$ cat config.mk
export PLATFORM = sky130hd
export DESIGN_NAME = blake2s_core
export DESIGN_NICKNAME = d
export VERILOG_FILES = /design/src/rtl/blake2s_pkg.sv /design/src/rtl/blake2s_gmix.sv /design/src/rtl/blake2s_sched.sv /design/src/rtl/blake2s_core.sv
export SDC_FILE = /design/constraint.sdc
export NUM_CORES = 2
export LEC_CHECK = 0
export BUFFER_PORTS_ARGS = -buffer_cell sky130_fd_sc_hd__buf_2
export CORE_AREA = 2 2 485 487
export DETAILED_ROUTE_END_ITERATION = 6
export DIE_AREA = 0 0 487 489
export PLACE_DENSITY_LB_ADDON = 0.3
export SLEW_MARGIN = 20
export SYNTH_ARGS = -nofsm -noshare
export SYNTH_HDL_FRONTEND = slang
export SYNTH_SLANG_ARGS = --single-unit
export TNS_END_PERCENT = 20
$ cat constraint.sdc
create_clock -name clk -period 21.4 [get_ports clk]
set_input_delay 4.28 -clock clk [delete_from_list [all_inputs] [get_ports clk]]
set_output_delay 4.28 -clock clk [all_outputs]
set_load 0.005 [all_outputs]
$ cat src/rtl/blake2s_pkg.sv
// Shared constants, types and helpers for the BLAKE2s compression core.
// Assumes 32-bit words, a 16-word working state and an 8-word chaining value.
package blake2s_pkg;
    localparam int WORD_W   = 32;
    localparam int NWORDS   = 16;
    localparam int HWORDS   = 8;
    localparam int GROUPS   = 8;
    localparam int SCHED_N  = 10;
    localparam int IDX_W    = $clog2(NWORDS);
    localparam int GRP_W    = $clog2(GROUPS);

    typedef logic [WORD_W-1:0] word_t;

    typedef enum logic [1:0] {
        ST_IDLE,
        ST_MIX,
        ST_FOLD,
        ST_DONE
    } core_st_t;

    // Right-rotate a word by n bits.
    function automatic word_t rotr(input word_t v, input int unsigned n);
        return (v >> n) | (v << (WORD_W - n));
    endfunction

    // Initialization constant i of the working state's lower half.
    function automatic word_t iv_word(input logic [2:0] i);
        case (i)
            3'd0:    return 32'h6A09E667;
            3'd1:    return 32'hBB67AE85;
            3'd2:    return 32'h3C6EF372;
            3'd3:    return 32'hA54FF53A;
            3'd4:    return 32'h510E527F;
            3'd5:    return 32'h9B05688C;
            3'd6:    return 32'h1F83D9AB;
            default: return 32'h5BE0CD19;
        endcase
    endfunction

    // Message word used at position p of schedule row r (nibble p of the row).
    function automatic logic [IDX_W-1:0] sched_nib(input logic [3:0] r, input logic [3:0] p);
        logic [63:0] row;
        case (r)
            4'd1:    row = 64'h357B20C16DF984AE;
            4'd2:    row = 64'h491763EADF250C8B;
            4'd3:    row = 64'h8F04A562EBCD1397;
            4'd4:    row = 64'hD386CB1EFA427509;
            4'd5:    row = 64'h91EF57D438B0A6C2;
            4'd6:    row = 64'hB8293670A4DEF15C;
            4'd7:    row = 64'hA2684F05931CE7BD;
            4'd8:    row = 64'h5A417D2C803B9EF6;
            4'd9:    row = 64'h0DC3E9BF5167482A;
            default: row = 64'hFEDCBA9876543210;
        endcase
        return row[{p, 2'b00} +: 4];
    endfunction

    // State index of lane (a=0,b=1,c=2,d=3) in group g; groups 4..7 walk diagonals.
    function automatic logic [IDX_W-1:0] lane_idx(input logic [GRP_W-1:0] g, input logic [1:0] lane);
        logic [1:0] col;
        col = g[2] ? (g[1:0] + lane) : g[1:0];
        return {lane, col};
    endfunction
endpackage

$ cat src/rtl/blake2s_gmix.sv
// One BLAKE2s mixing group: combinational add/xor/rotate over four state words
// and two message words. Assumes the caller registers the result.
module blake2s_gmix
    import blake2s_pkg::*;
(
    input  word_t a_i,
    input  word_t b_i,
    input  word_t c_i,
    input  word_t d_i,
    input  word_t x_i,
    input  word_t y_i,
    output word_t a_o,
    output word_t b_o,
    output word_t c_o,
    output word_t d_o
);
    word_t a1, b1, c1, d1;

    // Two half-steps: first with x and rotations 16/12, then with y and 8/7.
    always_comb begin
        a1  = a_i + b_i + x_i;
        d1  = rotr(d_i ^ a1, 16);
        c1  = c_i + d1;
        b1  = rotr(b_i ^ c1, 12);
        a_o = a1 + b1 + y_i;
        d_o = rotr(d1 ^ a_o, 8);
        c_o = c1 + d_o;
        b_o = rotr(b1 ^ c_o, 7);
    end
endmodule

$ cat src/rtl/blake2s_sched.sv
// Round and group sequencer. Steps through GROUPS groups per round for ROUNDS
// rounds and selects the two message-word indices for the current group.
// Assumes clear is pulsed when a block is accepted.
module blake2s_sched
    import blake2s_pkg::*;
#(
    parameter int ROUNDS = 10,
    localparam int RW = (ROUNDS > 1) ? $clog2(ROUNDS) : 1
)(
    input  logic             clk,
    input  logic             rst_n,
    input  logic             clear,
    input  logic             step,
    output logic [GRP_W-1:0] grp_o,
    output logic [IDX_W-1:0] xsel_o,
    output logic [IDX_W-1:0] ysel_o,
    output logic             last_o
);
    logic [GRP_W-1:0] grp_q;
    logic [RW-1:0]    rnd_q;
    logic [3:0]       row_q;

    // Advance group, round and wrapping schedule row on each mixing step.
    always_ff @(posedge clk) begin
        if (!rst_n || clear) begin
            grp_q <= '0;
            rnd_q <= '0;
            row_q <= '0;
        end else if (step) begin
            grp_q <= grp_q + 1'b1;
            if (grp_q == GRP_W'(GROUPS - 1)) begin
                rnd_q <= rnd_q + 1'b1;
                row_q <= (row_q == 4'(SCHED_N - 1)) ? 4'd0 : row_q + 4'd1;
            end
        end
    end

    // Word selection for the two halves of the current group.
    always_comb begin
        grp_o  = grp_q;
        xsel_o = sched_nib(row_q, {grp_q, 1'b0});
        ysel_o = sched_nib(row_q, {grp_q, 1'b1});
        last_o = (grp_q == GRP_W'(GROUPS - 1)) && (rnd_q == RW'(ROUNDS - 1));
    end

    // Words drawn so far in this round (assertion support).
    logic [NWORDS-1:0] seen_q;
    logic [NWORDS-1:0] xbit, ybit;
    assign xbit = NWORDS'(1) << xsel_o;
    assign ybit = NWORDS'(1) << ysel_o;

    always_ff @(posedge clk) begin
        if (!rst_n || clear)
            seen_q <= '0;
        else if (step)
            seen_q <= (grp_q == GRP_W'(GROUPS - 1)) ? '0 : (seen_q | xbit | ybit);
    end

    // each round consumes all sixteen message words exactly once.
    a_r5_round_uses_all_words: assert property (@(posedge clk) disable iff (!rst_n)
        (step && grp_q == GRP_W'(GROUPS - 1)) |-> ((seen_q | xbit | ybit) == '1));
endmodule

$ cat src/rtl/blake2s_core.sv
// BLAKE2s compression core. Takes one block with chaining value, counter,
// increment and finalization words, mixes one group per cycle for ROUNDS
// rounds, folds into the chaining value and holds the result until taken.
// Assumes the caller chains out_h/out_t back in for multi-block messages.
module blake2s_core
    import blake2s_pkg::*;
#(
    parameter int ROUNDS = 10
)(
    input  logic                       clk,
    input  logic                       rst_n,
    input  logic                       in_valid,
    output logic                       in_ready,
    input  logic [HWORDS*WORD_W-1:0]   in_h,
    input  logic [NWORDS*WORD_W-1:0]   in_msg,
    input  logic [2*WORD_W-1:0]        in_t,
    input  logic [WORD_W-1:0]          in_inc,
    input  logic [2*WORD_W-1:0]        in_f,
    output logic                       out_valid,
    input  logic                       out_ready,
    output logic [HWORDS*WORD_W-1:0]   out_h,
    output logic [2*WORD_W-1:0]        out_t,
    output logic                       busy
);
    localparam int LATENCY = ROUNDS * GROUPS + 1;
    localparam int LCW     = $clog2(LATENCY + 1) + 1;

    core_st_t                        st_q;
    logic [NWORDS-1:0][WORD_W-1:0]   v_q, v_init, v_mix;
    logic [NWORDS-1:0][WORD_W-1:0]   m_q;
    logic [HWORDS-1:0][WORD_W-1:0]   h_q, h_fold, h_in_w;
    logic [2*WORD_W-1:0]             t_q, t_next;
    logic                            accept, last;
    logic [GRP_W-1:0]                grp;
    logic [IDX_W-1:0]                xsel, ysel;
    logic [IDX_W-1:0]                ia, ib, ic, id;
    word_t                           na, nb, nc, nd;

    assign accept   = in_valid && (st_q == ST_IDLE);
    assign in_ready = (st_q == ST_IDLE);
    assign busy     = (st_q != ST_IDLE);
    assign out_valid = (st_q == ST_DONE);
    assign out_h    = h_q;
    assign out_t    = t_q;
    assign h_in_w   = in_h;
    assign t_next   = in_t + {{WORD_W{1'b0}}, in_inc};

    // Group sequencer and message schedule.
    blake2s_sched #(.ROUNDS(ROUNDS)) u_sched (
        .clk    (clk),
        .rst_n  (rst_n),
        .clear  (accept),
        .step   (st_q == ST_MIX),
        .grp_o  (grp),
        .xsel_o (xsel),
        .ysel_o (ysel),
        .last_o (last)
    );

    // Working state seeded from chaining value, IV, counter and finalization words.
    always_comb begin
        for (int i = 0; i < HWORDS; i++) begin
            v_init[i]          = h_in_w[i];
            v_init[HWORDS + i] = iv_word(3'(i));
        end
        v_init[HWORDS + 4] = v_init[HWORDS + 4] ^ t_next[WORD_W-1:0];
        v_init[HWORDS + 5] = v_init[HWORDS + 5] ^ t_next[2*WORD_W-1:WORD_W];
        v_init[HWORDS + 6] = v_init[HWORDS + 6] ^ in_f[WORD_W-1:0];
        v_init[HWORDS + 7] = v_init[HWORDS + 7] ^ in_f[2*WORD_W-1:WORD_W];
    end

    // Lane indices of the current column or diagonal.
    always_comb begin
        ia = lane_idx(grp, 2'd0);
        ib = lane_idx(grp, 2'd1);
        ic = lane_idx(grp, 2'd2);
        id = lane_idx(grp, 2'd3);
    end

    blake2s_gmix u_gmix (
        .a_i (v_q[ia]),
        .b_i (v_q[ib]),
        .c_i (v_q[ic]),
        .d_i (v_q[id]),
        .x_i (m_q[xsel]),
        .y_i (m_q[ysel]),
        .a_o (na),
        .b_o (nb),
        .c_o (nc),
        .d_o (nd)
    );

    // Write the mixed lanes back into a copy of the state.
    always_comb begin
        v_mix     = v_q;
        v_mix[ia] = na;
        v_mix[ib] = nb;
        v_mix[ic] = nc;
        v_mix[id] = nd;
    end

    // Fold both halves of the working state into the chaining value.
    generate
        for (genvar i = 0; i < HWORDS; i++) begin : g_fold
            assign h_fold[i] = h_q[i] ^ v_q[i] ^ v_q[HWORDS + i];
        end
    endgenerate

    // Control sequence: idle, mix, fold, hold result.
    always_ff @(posedge clk) begin
        if (!rst_n) begin
            st_q <= ST_IDLE;
        end else begin
            case (st_q)
                ST_IDLE: if (in_valid)  st_q <= ST_MIX;
                ST_MIX:  if (last)      st_q <= ST_FOLD;
                ST_FOLD:                st_q <= ST_DONE;
                default: if (out_ready) st_q <= ST_IDLE;
            endcase
        end
    end

    // Datapath registers: capture on accept, mix per group, fold once.
    always_ff @(posedge clk) begin
        if (!rst_n) begin
            v_q <= '0;
            m_q <= '0;
            h_q <= '0;
            t_q <= '0;
        end else if (accept) begin
            v_q <= v_init;
            m_q <= in_msg;
            h_q <= h_in_w;
            t_q <= t_next;
        end else if (st_q == ST_MIX) begin
            v_q <= v_mix;
        end else if (st_q == ST_FOLD) begin
            h_q <= h_fold;
        end
    end

    // Cycles since acceptance, counted through mixing and folding (assertion support).
    logic [LCW-1:0] lat_q;
    always_ff @(posedge clk) begin
        if (!rst_n)
            lat_q <= '0;
        else if (accept)
            lat_q <= '0;
        else if (st_q == ST_MIX || st_q == ST_FOLD)
            lat_q <= lat_q + 1'b1;
    end

    // a taken block blocks further input.
    a_r2_accept_blocks: assert property (@(posedge clk) disable iff (!rst_n)
        (in_valid && in_ready) |=> (busy && !in_ready && !out_valid));

    // result appears a fixed number of cycles after acceptance.
    a_r9_latency: assert property (@(posedge clk) disable iff (!rst_n)
        $rose(out_valid) |-> (lat_q == LCW'(LATENCY)));

    // a stalled result holds still.
    a_r10_hold_stalled: assert property (@(posedge clk) disable iff (!rst_n)
        (out_valid && !out_ready) |=> (out_valid && $stable(out_h) && $stable(out_t)));

    // after the output handshake the core is idle again.
    a_r10_release: assert property (@(posedge clk) disable iff (!rst_n)
        (out_valid && out_ready) |=> (in_ready && !out_valid));
endmodule

Word level (Yosys, flattened, before mapping) --
Memory sizes are Yosys's and may differ from the RTL's. A register that Yosys moved wholly into a read port is not among the register bits. Index checks and enable logic that the tools add are counted.
Word-level totals: bits in read-only memories 2048, word-level logic and storage cells 172, input port bits 932, memories kept 2, register bits 1357, output and inout bits 323
Memories:
- (name not given) | words 16, width 64, rd ports 1, clocked after memory_dff 1, write ports 0, RTL line blake2s_pkg.sv:43 | case (r)
- (name not given) | words 16, width 64, rd ports 1, clocked after memory_dff 1, write ports 0, RTL line blake2s_pkg.sv:43
Cells by class: eq/ne operators 9, $lt $le $gt $ge 10, bitwise gates (word level) 29, shift-type cells 2, reductions and logical operators 17, muxes and demuxes 41, add/subtract/negate cells 13
Operators with widths (number):
- 512-bit bitwise mux | 4
- 512-bit 2-to-1 mux | 2
- 256-bit 2-to-1 mux | 3
- 32-bit bitwise XOR | 20
- 32-bit 2-to-1 mux | 10
- 32-bit binary-select mux with 2-bit select | 4
- 32-bit binary-select mux with 4-bit select | 2
- 32-bit demux with 2-bit select | 4
- 32-bit adder | 6
- 64-bit by 7-bit variable part select with 4-bit output | 2
- 64-bit by 32-bit adder with 64-bit output | 1
- 16-bit NOT | 2
- 16-bit by 32-bit OR with 32-bit output | 1
- 20-bit by 32-bit OR with 32-bit output | 1
- 24-bit by 32-bit OR with 32-bit output | 1
- 25-bit by 32-bit OR with 32-bit output | 1
- 4-bit by 5-bit < comparator with 1-bit output (second input constant) | 4
- 4-bit 2-to-1 mux | 5
- 18-bit NOT | 1
- 13-bit NOT | 1
- 2-bit 2-to-1 mux | 6
- 4-bit by 1-bit adder with 4-bit output (second input constant) | 2
- 4-bit equality test (second input constant) | 2
- 4-bit by 1-bit >= comparator with 1-bit output (second input constant) | 2
- 23 further kinds | 34

Longest topological paths before layout --
word-level depth 23, mapped depth 68, mapped depth without buffers 65

Modules after synthesis --
A second synthesis with hierarchy kept.
Unflattened totals: cells, all modules 9635, area total of the unflattened synthesis 81062.7 um^2
By module, submodules not included:
- blake2s_core | area each 68464.4 um^2, cells each 8177, times used 1
- blake2s_gmix | area each 9285.2 um^2, cells each 1140, times used 1
- blake2s_sched | area each 3313.2 um^2, cells each 318, times used 1

Least setup slack after synthesis --
Ideal clock, no wire load.
path type reg2reg, from register u_sched.grp_q[0] (netlist: u_sched.grp_o[0]), to register v_q[152] in the netlist's numbering, slack 7.058 ns, buffers on the path 4, cell stages (with the launch flop) 68, library setup time 0.059 ns, data required time 21.341 ns, arrival 14.284 ns, cell sequence dfxtp_1 buf_6 inv_2 buf_1 buf_1 ha_1 nand2_1 o21ai_1 clkbuf_1 mux4_2 inv_1 fa_1 inv_1 ha_1 inv_1 fa_1 nand2b_1 a21oi_1 (+32 left out) a211o_1 xnor2_1 xnor2_1 inv_1 ha_1 nand3_1 or4_1 nor2_1 o31ai_1 a21bo_2 a21boi_0 o21ai_0 nand2b_1 a21oi_1 xor2_1 xor3_1 o211ai_1 o211a_1
On the way: word-level cells in the longest chain between the ends 23, elaborated cells on any way between the ends 45, those cells by class 9 x add/sub; 2 x order compare; 2 x shift; 23 x mux; 8 x bitwise; 1 x reduce/logical
Ends and longest elaborated chain:
- start: declaration | RTL line blake2s_sched.sv:19 | logic [GRP_W-1:0] grp_q;
- start signal: assignment | RTL line blake2s_sched.sv:30 | grp_q <= grp_q + 1'b1;
- 2-bit by 1-bit adder with 2-bit output | RTL line blake2s_pkg.sv:61 | col = g[2] ? (g[1:0] + lane) : g[1:0];
- 2-bit 2-to-1 mux | RTL line blake2s_pkg.sv:61
- 32-bit binary-select mux with 2-bit select | RTL line blake2s_core.sv:82 | .b_i (v_q[ib]),
- 32-bit 2-to-1 mux (not written as such) | RTL line blake2s_core.sv:82
- 32-bit adder (2 in series) | RTL line blake2s_gmix.sv:21 | a1 = a_i + b_i + x_i;
- 32-bit bitwise XOR | RTL line blake2s_gmix.sv:22 | d1 = rotr(d_i ^ a1, 16);
- 16-bit by 32-bit OR with 32-bit output | RTL line blake2s_pkg.sv:23 | return (v >> n) | (v << (WORD_W - n));
- 32-bit adder | RTL line blake2s_gmix.sv:23 | c1 = c_i + d1;
- (+6 left out)
- 32-bit adder | RTL line blake2s_gmix.sv:27 | c_o = c1 + d_o;
- 32-bit bitwise XOR | RTL line blake2s_gmix.sv:28 | b_o = rotr(b1 ^ c_o, 7);
- 25-bit by 32-bit OR with 32-bit output | RTL line blake2s_pkg.sv:23
- 512-bit bitwise mux | RTL line blake2s_core.sv:97 | v_mix[ib] = nb;
- 512-bit bitwise mux | RTL line blake2s_core.sv:98 | v_mix[ic] = nc;
- 512-bit bitwise mux (*) | RTL line blake2s_core.sv:99 | v_mix[id] = nd;
- 512-bit 2-to-1 mux (*) | RTL line blake2s_core.sv:135 | end else if (st_q == ST_MIX) begin
- 512-bit 2-to-1 mux (*) | RTL line blake2s_core.sv:130 | end else if (accept) begin
- end signal: assignment | RTL line blake2s_core.sv:131 | v_q <= v_init;
- end signal: assignment | RTL line blake2s_core.sv:136 | v_q <= v_mix;
- end: declaration | RTL line blake2s_core.sv:29 | logic [NWORDS-1:0][WORD_W-1:0] v_q, v_init, v_mix;
Mark *: on every way between the ends. The rest lies on a longest branch, timed or not. The select of a mux whose other input is x is not followed. A chain may end at the register's enable or synchronous reset.

Worst setup path after layout --
from register u_sched.grp_q[2] (netlist: u_sched.grp_o[2]), to register v_q[247] in the netlist's numbering
On the way: word-level cells in the longest chain between the ends 22, elaborated cells on any way between the ends 40, those cells by class 6 x add/sub; 2 x order compare; 2 x shift; 21 x mux; 8 x bitwise; 1 x reduce/logical
Ends and longest elaborated chain:
- 2-bit 2-to-1 mux | RTL line blake2s_pkg.sv:61
- 32-bit binary-select mux with 2-bit select | RTL line blake2s_core.sv:82
- 32-bit 2-to-1 mux (not written as such) | RTL line blake2s_core.sv:82
- 32-bit adder (2 in series) | RTL line blake2s_gmix.sv:21
- 32-bit bitwise XOR | RTL line blake2s_gmix.sv:22
- 16-bit by 32-bit OR with 32-bit output | RTL line blake2s_pkg.sv:23
- 32-bit adder | RTL line blake2s_gmix.sv:23
- 32-bit bitwise XOR | RTL line blake2s_gmix.sv:24 | b1 = rotr(b_i ^ c1, 12);
- (+5 left out)
- 32-bit adder | RTL line blake2s_gmix.sv:27
- 32-bit bitwise XOR | RTL line blake2s_gmix.sv:28
- 25-bit by 32-bit OR with 32-bit output | RTL line blake2s_pkg.sv:23
- 512-bit bitwise mux | RTL line blake2s_core.sv:97
- 512-bit bitwise mux | RTL line blake2s_core.sv:98
- 512-bit bitwise mux (*) | RTL line blake2s_core.sv:99
- 512-bit 2-to-1 mux (*) | RTL line blake2s_core.sv:135
- 512-bit 2-to-1 mux (*) | RTL line blake2s_core.sv:130
Marks and branches as above.

==> results.sh <==
export IMPL_nNetsFinal=12725
export IMPL_cp_start_kind="flip-flop"
export IMPL_synthCells=10810
export IMPL_critPathTopFamily="compound AO/OA/AOI/OAI gates"
export IMPL_synth_avg_cell_area_sq_um=7.94
export IMPL_synth_async_reset_ratio_pct=0
export IMPL_yosys_register_bits=1420
export IMPL_max_stage_delay_ns=1.09
export IMPL_grt_pass1_vias=83079
export IMPL_wl_met3_um=50800
export IMPL_fp_row_count=178
export IMPL_syn2layout_area_growth_pct=16.8
export IMPL_ios=1255
export IMPL_fp_dieH_um=489
export IMPL_drc=0
export IMPL_drtIter0Drc=10672
export IMPL_grt_ovfl_total=0
export IMPL_drive_gt1_share_pct=17.5
export IMPL_hold_path_class="flip-flop to flip-flop"
export IMPL_wl_um=469000
export IMPL_crit_top_cell="a21oi_1"
export IMPL_vias=89132
export IMPL_slew_headroom_pct=9.00
export IMPL_crit_path_max_fanout=152
export IMPL_highest_layer="met5"
export IMPL_die_w_um=487
export IMPL_period_share_pct=88.2
export IMPL_path_class="flip-flop to flip-flop"
export IMPL_ys_seq_area_share_pct=33.1
export IMPL_hold_violations=0
export IMPL_outcome="complete, no violations"
export IMPL_coreArea_sq_mm=0.234
export IMPL_rsz0062_at_grt="no"
export IMPL_antenna_found_initial=57
export IMPL_synth_nets=11977
export IMPL_worst_ep_arrival_time_ns=19.59
export IMPL_slew_violations=0
export IMPL_wl_met1_um=184000
export IMPL_met2_length_um=198000
export IMPL_htree_levels=4
export IMPL_design_area_sq_mm=0.100
export IMPL_min_period_ns=18.88
export IMPL_die_area_sq_mm=0.238
export IMPL_numCtsBuffers=162
export IMPL_clk_path_buf_depth=3
export IMPL_fmax_mhz=53.0
export IMPL_cts_root_buf="clkbuf_16"
export IMPL_cp_end_kind="flip-flop"
export IMPL_critPathBufInv=6
export IMPL_final_setup_tns_ns=0
export IMPL_synth_ff_type="dfxtp_1"
export IMPL_cp_required_ns=22.12
export IMPL_dpl_cell_area_sq_mm=0.0945
export IMPL_rrSetupSlack_ns=2.52
export IMPL_grt_util_all_layers_pct=37.7
export IMPL_clkSinkCount=1420
export IMPL_worstSkewPairLatency_ns=0.90
export IMPL_cts_repair_resized=0
export IMPL_clkSlewWorstSetupHoldPaths_ns=0.06
export IMPL_grt_max_degree=230
export IMPL_grt_pass1_wl_um=639000
export IMPL_cts_hold_buf=0
export IMPL_cts_tree="built"
export IMPL_cp_slowest_cell="o41ai_1"
export IMPL_portBuffers=1254
export IMPL_synth_edff_count=0
export IMPL_viasPerCell=6.03
export IMPL_dp_hpwl_um=365000
export IMPL_syn_area_sq_mm=0.0859
export IMPL_antenna_left=0
export IMPL_post_cts_buffers=0
export IMPL_firstDrtPassIters=6
export IMPL_setup_viol=0
export IMPL_cap_violations=0
export IMPL_worstMarginPinSlew_ns=1.36
export IMPL_yosys_warnings=0
export IMPL_ys_types=105
export IMPL_start_util_pct=36.8
export IMPL_post_drt_wl_per_cell_um=31.7
export IMPL_fin_skew_ns=0.0421
export IMPL_finalWeightedCongestion=1.04
[cell usage in the layout (no fill, tap or decap), types with 84 or more instances in the layout]
cell type	count
a211oi_1	227
a21boi_0	708
a21o_1	115
a21oi_1	680
a31oi_1	110
and2_1	155
buf_2	1253
buf_4	125
clkbuf_16	162
dfxtp_1	1417
ha_1	164
inv_1	208
mux2i_1	280
mux4_2	209
nand2_1	2531
nand3_1	110
nor2_1	629
nor2b_1	137
o211a_1	84
o211ai_1	126
o21a_1	110
o21ai_0	737
xnor2_1	200
xor2_1	333
[synth_stat cells, drive strengths merged, types with 94 or more instances]
library cell / count / share of area, %
xor2: 339 / 3.5
o21a: 110 / 0.96
a21o: 115 / 1.0
o211ai: 126 / 1.1
clkbuf: 715 / 3.1
xnor2: 221 / 2.4
buf: 94 / 0.44
o21ai: 760 / 4.4
nor2b: 137 / 1.0
nand2: 2539 / 11
and2: 157 / 1.1
dfxtp: 1420 / 33
inv: 210 / 0.92
nand3: 111 / 0.65
nor2: 636 / 2.8
a31oi: 112 / 0.82
a21boi: 712 / 6.2
ha: 168 / 2.4
mux2i: 288 / 3.4
a211oi: 233 / 2.1
mux4: 209 / 5.5
a21oi: 682 / 4.0
[cell families after synthesis]
kind of cell             after synthesis  share of synthesized area (%)
AND/OR/NAND/NOR                     3777                           18.1
multiplexers                         500                           8.91
flip-flops                          1420                           33.1
AO/OA/AOI/OAI                       3284                           25.3
adder cells (fa/ha/maj)              242                           4.09
XOR/XNOR                             568                           6.07
buffers and inverters               1019                           4.49
[metal layers]
layer | vias to the layer above | track usage, %
li1 | 39218 | -
met1 | 43260 | 47.8
met2 | 5448 | 56.2
met3 | 1166 | 10.4
met4 | 40 | 24.1
met5 | - | 0
[cell type report]
class	instances	area, sq um
diodes	24	60.1
clock buffers	220	4590
clock inverters	73	1090
fillers	23217	133000
inverters	210	788
multi-input cells	8371	54000
flip-flops and latches	1420	28400
well taps	3060	3830
repair buffers	1393	7500
[stage by stage]
stage                     cells  hold WS [ns]  setup WS (ns)  util (%)
after global placement    14453         0.451           3.31      40.4
after global routing      14750         0.492           1.73      42.9
final                     14771         0.467           2.52      42.9
after detailed placement  14453         0.459           3.11      40.5
after CTS                 14746         0.468           2.98      42.9
after floorplan           10810         0.447           7.06         -
[state kept, by name, summed over array words and instances, names as in the netlist, named ones only]
name / flops
out_t: 64
u_sched.grp_o: 3
out_h: 256
u_sched.row_q: 4
u_sched.rnd_q: 4
v_q: 512
st_q: 2
m_q: 512
[path summary, 6_finish.rpt]
check | cells past startpoint | from | end
worst max register to register | 61 | u_sched.grp_o[2] | v_q[247]
worst min register to register | 2 | out_t[27] | out_t[27]
worst max-delay path | 61 | u_sched.grp_o[2] | v_q[247]
worst min-delay path | 2 | out_t[27] | out_t[27]
[worst reg2reg max path: cells and delay by family (launching register included)]
kind | cells | cell delay, ns
and+or+nand+nor | 6 | 0.82
muxes | 3 | 1.07
AOI/OAI and AO/OA | 30 | 7.44
xor gates and xnor gates | 8 | 2.94
adders and majority gates | 8 | 3.29
DFF | 1 | 0.77
buffers and inverters | 6 | 2.40
Power is not shown: default switching activity piles up to over one toggle a cycle in this logic, so the estimate is an artifact.
